`config.mk`:
```
export PLATFORM = sky130hd
export DESIGN_NAME = fsk_frame_seq
export DESIGN_NICKNAME = d
export VERILOG_FILES = /design/src/rtl/fsk_seq_pkg.sv /design/src/rtl/fsk_sym_timer.sv /design/src/rtl/fsk_frame_buf.sv /design/src/rtl/fsk_tone_sel.sv /design/src/rtl/fsk_frame_seq.sv
export SDC_FILE = /design/constraint.sdc
export NUM_CORES = 1
export LEC_CHECK = 0
export BUFFER_PORTS_ARGS = -buffer_cell sky130_fd_sc_hd__clkbuf_2
export CORE_MARGIN = 2
export CORE_UTILIZATION = 60
export CTS_CLUSTER_DIAMETER = 200
export DETAILED_ROUTE_END_ITERATION = 8
export GPL_TIMING_DRIVEN = 0
export PLACE_DENSITY = 0.83
export SYNTH_ARGS = -nofsm -noshare
export SYNTH_HDL_FRONTEND = slang
export SYNTH_SLANG_ARGS = --single-unit
```
`constraint.sdc`:
```
create_clock -name clk -period 8.3 [get_ports clk]
set_input_delay 0.415 -clock clk [delete_from_list [all_inputs] [get_ports clk]]
set_output_delay 0.415 -clock clk [all_outputs]
set_load 0.01 [all_outputs]
```
`src/rtl/fsk_seq_pkg.sv`:
```
package fsk_seq_pkg;
  // Whether an active frame exists in the working registers.
  typedef enum logic {
    SEQ_EMPTY  = 1'b0,
    SEQ_LOADED = 1'b1
  } seq_state_e;

  function automatic int idx_bits(input int n);
    return (n > 1) ? $clog2(n) : 1;
  endfunction
endpackage

```
`src/rtl/fsk_sym_timer.sv`:
```
module fsk_sym_timer #(
  parameter int SYM_CYCLES = 1024,
  parameter int NUM_SYMS   = 22,
  parameter int IDX_W      = 5
) (
  input  logic             clk,
  input  logic             rst,
  input  logic             run,
  output logic [IDX_W-1:0] sym_idx,
  output logic             sym_last,
  output logic             frame_last
);
  localparam int CYC_W = fsk_seq_pkg::idx_bits(SYM_CYCLES);

  logic [CYC_W-1:0] cyc_q;

  assign sym_last   = run && (cyc_q == CYC_W'(SYM_CYCLES - 1));
  assign frame_last = sym_last && (sym_idx == IDX_W'(NUM_SYMS - 1));

  always_ff @(posedge clk) begin
    if (rst || !run) begin
      cyc_q   <= '0;
      sym_idx <= '0;
    end else if (sym_last) begin
      cyc_q   <= '0;
      sym_idx <= frame_last ? '0 : sym_idx + 1'b1;
    end else begin
      cyc_q <= cyc_q + 1'b1;
    end
  end
endmodule

```
`src/rtl/fsk_frame_buf.sv`:
```
module fsk_frame_buf #(
  parameter int FRAME_W = 38
) (
  input  logic               clk,
  input  logic               rst,
  input  logic               in_valid,
  output logic               in_ready,
  input  logic [FRAME_W-1:0] in_frame,
  input  logic               take,
  output logic               full,
  output logic [FRAME_W-1:0] shd_frame
);
  assign in_ready = !full;

  always_ff @(posedge clk) begin
    if (rst) begin
      full <= 1'b0;
    end else if (in_valid && !full) begin
      full <= 1'b1;
    end else if (take) begin
      full <= 1'b0;
    end
  end

  // Payload register without reset: only read while full is set.
  always_ff @(posedge clk) begin
    if (in_valid && !full) shd_frame <= in_frame;
  end
endmodule

```
`src/rtl/fsk_tone_sel.sv`:
```
module fsk_tone_sel #(
  parameter int DATA_W = 22,
  parameter int TONE_W = 8,
  parameter int IDX_W  = 5
) (
  input  logic              clk,
  input  logic              rst,
  input  logic              run,
  input  logic [DATA_W-1:0] data,
  input  logic [TONE_W-1:0] mark,
  input  logic [TONE_W-1:0] space,
  input  logic [IDX_W-1:0]  idx,
  output logic [TONE_W-1:0] tone_out
);
  always_ff @(posedge clk) begin
    if (rst || !run) tone_out <= '0;
    else             tone_out <= data[idx] ? mark : space;
  end
endmodule

```
`src/rtl/fsk_frame_seq.sv`:
```
module fsk_frame_seq #(
  parameter int DATA_W     = 22,
  parameter int TONE_W     = 8,
  parameter int SYM_CYCLES = 1024
) (
  input  logic              clk,
  input  logic              rst,
  input  logic              en,
  input  logic              in_valid,
  output logic              in_ready,
  input  logic [DATA_W-1:0] in_data,
  input  logic [TONE_W-1:0] in_mark,
  input  logic [TONE_W-1:0] in_space,
  output logic [TONE_W-1:0] tone_out,
  output logic              frame_done,
  output logic              underrun
);
  import fsk_seq_pkg::*;

  localparam int IDX_W   = idx_bits(DATA_W);
  localparam int FRAME_W = DATA_W + 2 * TONE_W;

  seq_state_e         state_q;
  logic               shd_full, take_shd, run;
  logic               frame_last, sym_last;
  logic [IDX_W-1:0]   sym_idx;
  logic [FRAME_W-1:0] shd_frame, work_q;

  assign run      = en && (state_q == SEQ_LOADED);
  assign take_shd = shd_full && ((state_q == SEQ_EMPTY) || frame_last);

  fsk_frame_buf #(.FRAME_W(FRAME_W)) u_buf (
    .clk       (clk),
    .rst       (rst),
    .in_valid  (in_valid),
    .in_ready  (in_ready),
    .in_frame  ({in_data, in_mark, in_space}),
    .take      (take_shd),
    .full      (shd_full),
    .shd_frame (shd_frame)
  );

  fsk_sym_timer #(
    .SYM_CYCLES (SYM_CYCLES),
    .NUM_SYMS   (DATA_W),
    .IDX_W      (IDX_W)
  ) u_timer (
    .clk        (clk),
    .rst        (rst),
    .run        (run),
    .sym_idx    (sym_idx),
    .sym_last   (sym_last),
    .frame_last (frame_last)
  );

  always_ff @(posedge clk) begin
    if (take_shd) work_q <= shd_frame;
  end

  always_ff @(posedge clk) begin
    if (rst) begin
      state_q    <= SEQ_EMPTY;
      frame_done <= 1'b0;
      underrun   <= 1'b0;
    end else begin
      frame_done <= frame_last;
      underrun   <= frame_last && !shd_full;
      if (state_q == SEQ_EMPTY && shd_full) state_q <= SEQ_LOADED;
    end
  end

  fsk_tone_sel #(
    .DATA_W (DATA_W),
    .TONE_W (TONE_W),
    .IDX_W  (IDX_W)
  ) u_sel (
    .clk      (clk),
    .rst      (rst),
    .run      (run),
    .data     (work_q[FRAME_W-1 -: DATA_W]),
    .mark     (work_q[2*TONE_W-1 -: TONE_W]),
    .space    (work_q[TONE_W-1:0]),
    .idx      (sym_idx),
    .tone_out (tone_out)
  );
endmodule

```
==> flow_metrics.tcl, run 1 <==
set metrics [dict create \
    leakagePower_nw 1.54 \
    skew_ns 0.00700 \
    rows 28 \
    synth_nets 274 \
    finalHoldViolCount 0 \
    wire_per_inst_um 13.0 \
    synth_cells 229 \
    rsz0062_at_grt "false" \
    ff_latch_area_um2 2820 \
    synth_compound_gate_area_share_pct 2.30 \
    cts_tree "done" \
    clock_sinks 103 \
    slew_viol_final 0 \
    path_clk_slew_ns 0.10 \
    ys_seq_area_share_pct 77.4 \
    min_period_ns 2.67 \
    intPower_mw 0.745 \
    first_global_vias 1801 \
    cts_setup_buffers 0 \
    drtPass1Iterations 4 \
    cp-start-kind "flop" \
    areaGrowthSynthToFinish_pct 17.2 \
    h-tree-depth 3 \
    fmax_mhz 374 \
    cts_resized 0 \
    timing.final.crit_share_pct 32.2 \
    outcome "finished, final reports clean" \
    ant_nets 0 \
    whs_path_depth 1 \
    die_h_um 82.0 \
    synth.area.top_cells "edfxtp_1 (63%), dfxtp_1 (15%), mux2i_1 (4.1%)" \
    p_per_area_nw_per_um2 218 \
    ys_ff_latch 103 \
    criticalPathCategory "flop to flop" \
    drt_iter0_drc 101 \
    syn_area_per_cell_um2 15.9 \
    dpl_cell_area_um2 4070 \
    layout.nets 339 \
    place_congestion 0.776 \
    fill_cells 388 \
    p_clk_share_pct 33.6 \
    grt_pass1_wl_um 7900 \
    power.switching_mw 0.188 \
    multi_input_area_um2 774 \
    grt_usage_pct 16.8 \
    clk_latency_ns 0.35 \
    dieArea_um2 6720 \
    worst_hold_startpoint "in_mark[6]" \
    comb_power_share_pct 3.7 \
    synth_warnings 0 \
    antenna_found_initial 0 \
    worst_ir_drop_vdd_mv 0.159 \
    pin_count 53 \
    max_cap_viol_count 0 \
    cts_buffer_depth 2 \
    drc_errors 0 \
    cp.arrival_ns 2.74 \
    synth_top_family_by_area "simple AND/OR/NAND/NOR gates" \
    slew_headroom_pct 59.1 \
    core-area_um2 5890 \
    synth_top_cell_area_share_pct 62.6 \
    routed_via_density 5.05 \
    dieWidth_um 82.0 \
    r2r_slack_ns 5.63 \
    design_area_um2 4280 \
    cts-root-buf "clkbuf_8" \
    holdWs_ns 0.226 \
    cp-end-kind "flop" \
    seqPwrFrac_pct 62.7 \
    hold_class "primary input to flop" \
    layout-drive-gt1-share_pct 27.4 \
    synth_fa_ha_area_share_pct 1.03 \
    muxShareOfSynthArea_pct 6.38 \
    drt_wl_total_um 4880 \
    syn-cell-area_um2 3650 \
    cts_hold_buf 0 \
    synth_top_area_cell "edfxtp_1" \
    synth_xor_xnor_area_share_pct 1.92 \
    grt_max_degree 33 \
    tightest_slew_ns 0.611 \
    yosys.area_share.simple_pct 9.09 \
    hold_path_end "u_buf.shd_frame[14]" \
    dp_hpwl_um 3310 \
    start_util_pct 62.0 \
    antenna_cells 0 \
    yosysUniqueCellTypes 33 \
    cts_buffers 9 \
    finalWorstSetupSlack_ns 5.63 \
    overflow 0 \
    setup_viol 0 \
    io_buffers 52 \
    dp_slack_ns 5.67 \
    ff2ff_path_depth 6 \
    required_ns 8.36 \
    swShare_pct 20.1 \
    fin_setup_tns_ns 0 \
    reg2reg_to "work_q[25]" \
    crit_fanout 24 \
    reg2reg_from "u_timer.cyc_q[0]" \
    vias 1889 \
]
-- cell usage in the layout, fill, tap and decap left out, types with 2 or more instances in the layout --
cell / instances
edfxtp_1: 76
clkbuf_2: 52
dfxtp_1: 27
nor2_1: 25
nand2_1: 24
mux2i_1: 15
clkbuf_8: 10
inv_1: 7
nand4_1: 6
nand3_1: 5
clkbuf_1: 4
xnor2_1: 4
xor2_1: 4
ha_1: 3
buf_2: 2
buf_6: 2
nor2b_1: 2
a22oi_1: 2
mux4_2: 2
nand2b_1: 2
a21oi_1: 2
clkinvlp_4: 2
-- metal layers --
| layer | GRT usage (%) | part of all wire [%] | vias to the layer above | wire length [um] |
|---|---|---|---|---|
| li1 | - | - | 963 | - |
| met1 | 20.1 | 43 | 863 | 2080 |
| met2 | 26.0 | 50 | 55 | 2430 |
| met3 | 6.04 | 5.6 | 8 | 271 |
| met4 | 10.5 | 2.0 | 0 | 99 |
| met5 | 0 | 0 | - | 0 |
-- area by class of cell --
class	count	share of cell area (%)
sequential	103	66.0
multi-input combinational	112	18.1
timing repair buffer	54	7.20
inverter	7	0.615
clock buffer	11	3.31
tap	75	2.19
buffer	7	1.02
clock inverter	5	1.52
-- synth_stat cells (all sizes together) --
library cell   n
edfxtp        76
dfxtp         27
nor2          25
nand2         24
mux2i         15
inv            7
nand4          6
nand3          5
buf            4
xnor2          4
xor2           4
a21oi          3
clkbuf         3
ha             3
mux4           3
nor2b          3
a22oi          2
nand2b         2
nor4           2
o2111ai        2
a31oi          1
and2           1
and3b          1
mux2           1
nor3           1
o211ai         1
o21ai          1
o311a          1
or2            1
-- registers in the layout, indices dropped and copies added (netlist names) --
signal and flops:
underrun 1, u_timer.cyc_q 10, u_timer.sym_idx 5, frame_done 1, u_buf.shd_frame 38, work_q 38, u_buf.full 1, state_q 1
u_sel.tone_out 8
-- per-stage QoR --
stage | instances | utilization (%) | total power [mW]
2_1_floorplan | 229 | - | 0.611
3_3_place_gp | 356 | 68.0 | 0.627
3_5_place_dp | 358 | 69.1 | 0.632
4_1_cts | 374 | 72.6 | 0.940
5_1_grt | 374 | 72.6 | 0.967
6_report | 374 | 72.6 | 0.933
-- logic make-up (layout without fill, tap and decap cells) --
kind of cell | count (synthesis) | count (layout)
AO/OA/AOI/OAI | 11 | 11
flip-flops | 103 | 103
AND/OR/NAND/NOR | 71 | 71
XOR/XNOR | 8 | 8
multiplexers | 19 | 19
adder cells (fa/ha/maj) | 3 | 3
buffers and inverters | 14 | 84
-- how the worst max path moves through the flow --
stage / startpoint / to / slack, ns / cells after the start
after floorplan: u_timer.cyc_q[0] / work_q[0] / 4.67 / 5
after detailed placement: u_timer.cyc_q[0] / work_q[11] / 5.67 / 6
after CTS: u_timer.cyc_q[0] / work_q[25] / 5.66 / 6
after global routing: u_timer.cyc_q[0] / work_q[25] / 5.37 / 6
final: u_timer.cyc_q[0] / work_q[25] / 5.63 / 6
after global placement: u_timer.cyc_q[0] / work_q[24] / 3.83 / 5
-- power groups by stage --
| stage | sequential [mW] | combinational, mW | clock [mW] |
|---|---|---|---|
| floorplan | 0.596 | 0.0151 | 0 |
| global placement | 0.597 | 0.0293 | 0 |
| detailed placement | 0.597 | 0.0349 | 0 |
| CTS | 0.585 | 0.0349 | 0.320 |
| global route | 0.587 | 0.0383 | 0.342 |
| finish | 0.585 | 0.0344 | 0.314 |
-- worst max-delay path, stage by stage, from the launching register on --
cell and delay, ns:
dfxtp_1 0.40, ha_1 0.29, nand4_1 0.17, nor4_4 0.42
nand2_1 0.26, a21oi_4 0.57, buf_16 0.24
Note: power is estimated with default switching activity, not from simulation.
==> run 2, diff against run 1 <==
CORE_UTILIZATION = 50   (was 60)
PLACE_DENSITY = 0.74   (was 0.83)
clock period = 2.23 ns   (was 8.3 ns; I/O delays follow)
==> run 2 against run 1 <==
Register-to-register slack lost 5.4 ns. Fmax rose by 35%. Flip-flop and latch count unchanged. Critical endpoint is now work_q[21]. Total power increased to 3.8 times the previous value. Via count grew 8.8%. Utilization is 6.1 points lower. Worst setup slack got worse by 5.4 ns. Non-clock buffer count rose by 43. Clock power grew to 3.9 times the previous value. Routed wire length rose by 24%. Cell area increased by 12%.
==> flow_metrics.tcl, run 2 (synthesis results as in run 1) <==
set metrics [dict create \
    antenna_cells 0 \
    io_buffers 52 \
    h-tree-depth 3 \
    dieWidth_um 89.4 \
    slew_headroom_pct 66.9 \
    worst_hold_startpoint "in_valid" \
    grt_max_degree 39 \
    drtPass1Iterations 4 \
    cts-root-buf "clkbuf_8" \
    route.met3.wl_um 180 \
    pin_count 53 \
    layout-drive-gt1-share_pct 26.8 \
    dieArea_um2 8000 \
    setup_viol 0 \
    final_cells 442 \
    skew_ns 0.00759 \
    cts_tree "done" \
    reg2reg_to "work_q[21]" \
    drc_errors 0 \
    cp-start-kind "flop" \
    clk_latency_ns 0.36 \
    final_cell_mix "edfxtp_1 (76), clkbuf_2 (52), dlygate4sd3_1 (39)" \
    r2r_slack_ns 0.25 \
    cts_buffer_depth 2 \
    fmax_mhz 504 \
    multi_input_area_um2 806 \
    core-area_um2 7180 \
    grt_pass1_wl_um 9790 \
    clock_sinks 103 \
    wl_met1_um 2550 \
    finalHoldViolCount 0 \
    dp.cells 381 \
    routed_via_density 4.65 \
    fill_cells 496 \
    hold_class "primary input to flop" \
    first_global_vias 2096 \
    holdWs_ns 0.187 \
    cp-endpoint "work_q[21]" \
    criticalPathCategory "flop to flop" \
    utilization_pct 66.5 \
    required_ns 2.30 \
    min_period_ns 1.98 \
    drt_wl_total_um 6050 \
    ff2ff_path_depth 8 \
    rows 31 \
    dp_hpwl_um 3420 \
    layout.nets 383 \
    overflow 0 \
    rsz0062_at_grt "false" \
    reg.largest.list "u_buf.shd_frame (38), work_q (38), u_timer.cyc_q (10)" \
    critPathLaunch "u_timer.sym_idx[1]" \
    vias 2055 \
    path_clk_slew_ns 0.09 \
    worst_ir_drop_vdd_mv 0.512 \
    die_h_um 89.4 \
    ant_nets 0 \
    highest_layer "met4" \
    cp-end-kind "flop" \
    reg2reg_from "u_timer.sym_idx[1]" \
    place_congestion 0.807 \
    antenna_found_initial 0 \
    p_per_area_nw_per_um2 750 \
    tightest_slew_ns 0.495 \
    whs_path_depth 4 \
    slew_viol_final 0 \
    wl_met2_um 3180 \
    timing.final.crit_share_pct 89.0 \
    wire_per_inst_um 13.7 \
    outcome "finished, final reports clean" \
    cp.arrival_ns 2.06 \
    ff_latch_area_um2 2830 \
    crit_fanout 19 \
    start_util_pct 50.8 \
    grt_usage_pct 17.1 \
    max_cap_viol_count 0 \
    leakagePower_nw 1.74 \
    cts_buffers 9 \
    final_common_cell "edfxtp_1" \
    fin_setup_tns_ns 0 \
    drt_iter0_drc 131 \
    areaGrowthSynthToFinish_pct 30.8 \
]
run 2: timing repair:
action	4_1_cts	5_1_grt
hold buffers	39	0
setup endpoints to repair	38	38
cloned	1	0
pin swaps	3	1
setup buffers	3	2
resized for setup	1	0
hold endpoints to repair	42	0
run 2: area by class of cell:
cell class                 count  area share (%)
sequential                   103            59.2
multi-input combinational    113            16.9
timing repair buffer          97            15.4
clock buffer                  10            2.88
tap                           99            2.60
clock inverter                 6            1.60
buffer                         7           0.918
inverter                       7           0.551
run 2: per-layer routing:
| metal | vias up | track usage [%] |
|---|---|---|
| li1 | 1047 | - |
| met1 | 958 | 20.7 |
| met3 | 10 | 4.62 |
| met2 | 40 | 28.4 |
| met4 | 0 | 8.55 |
| met5 | - | 0 |
run 2: how the worst min path moves through the flow:
stage	end
2_1_floorplan	frame_done
3_3_place_gp	u_buf.shd_frame[15]
3_5_place_dp	u_buf.shd_frame[31]
4_1_cts	u_buf.full
5_1_grt	u_buf.full
6_report	u_buf.full
run 2: power by group:
group	total (mW)	internal [mW]	switching, mW	leakage, nW
Combinational	0.195	0.109	0.0863	0.695
Sequential	2.18	2.15	0.0264	0.937
Clock	1.21	0.569	0.637	0.109
Total	3.58	2.83	0.750	1.74
run 2: worst max-delay path, cell delays in order (launching register included):
cell	delay, ns
dfxtp_1	0.32
buf_2	0.17
inv_1	0.09
ha_1	0.16
and3b_1	0.19
and2_1	0.22
nand2_2	0.16
a21oi_4	0.21
buf_12	0.18
run 2: metrics by stage:
step	power, mW	setup slack, ns	area [um^2]
4_1_cts	3.61	0.0236	4760
3_3_place_gp	2.33	-0.518	4060
6_report	3.58	0.245	4770
5_1_grt	3.72	0.120	4770
2_1_floorplan	2.28	-0.116	3680
3_5_place_dp	2.35	-0.586	4090
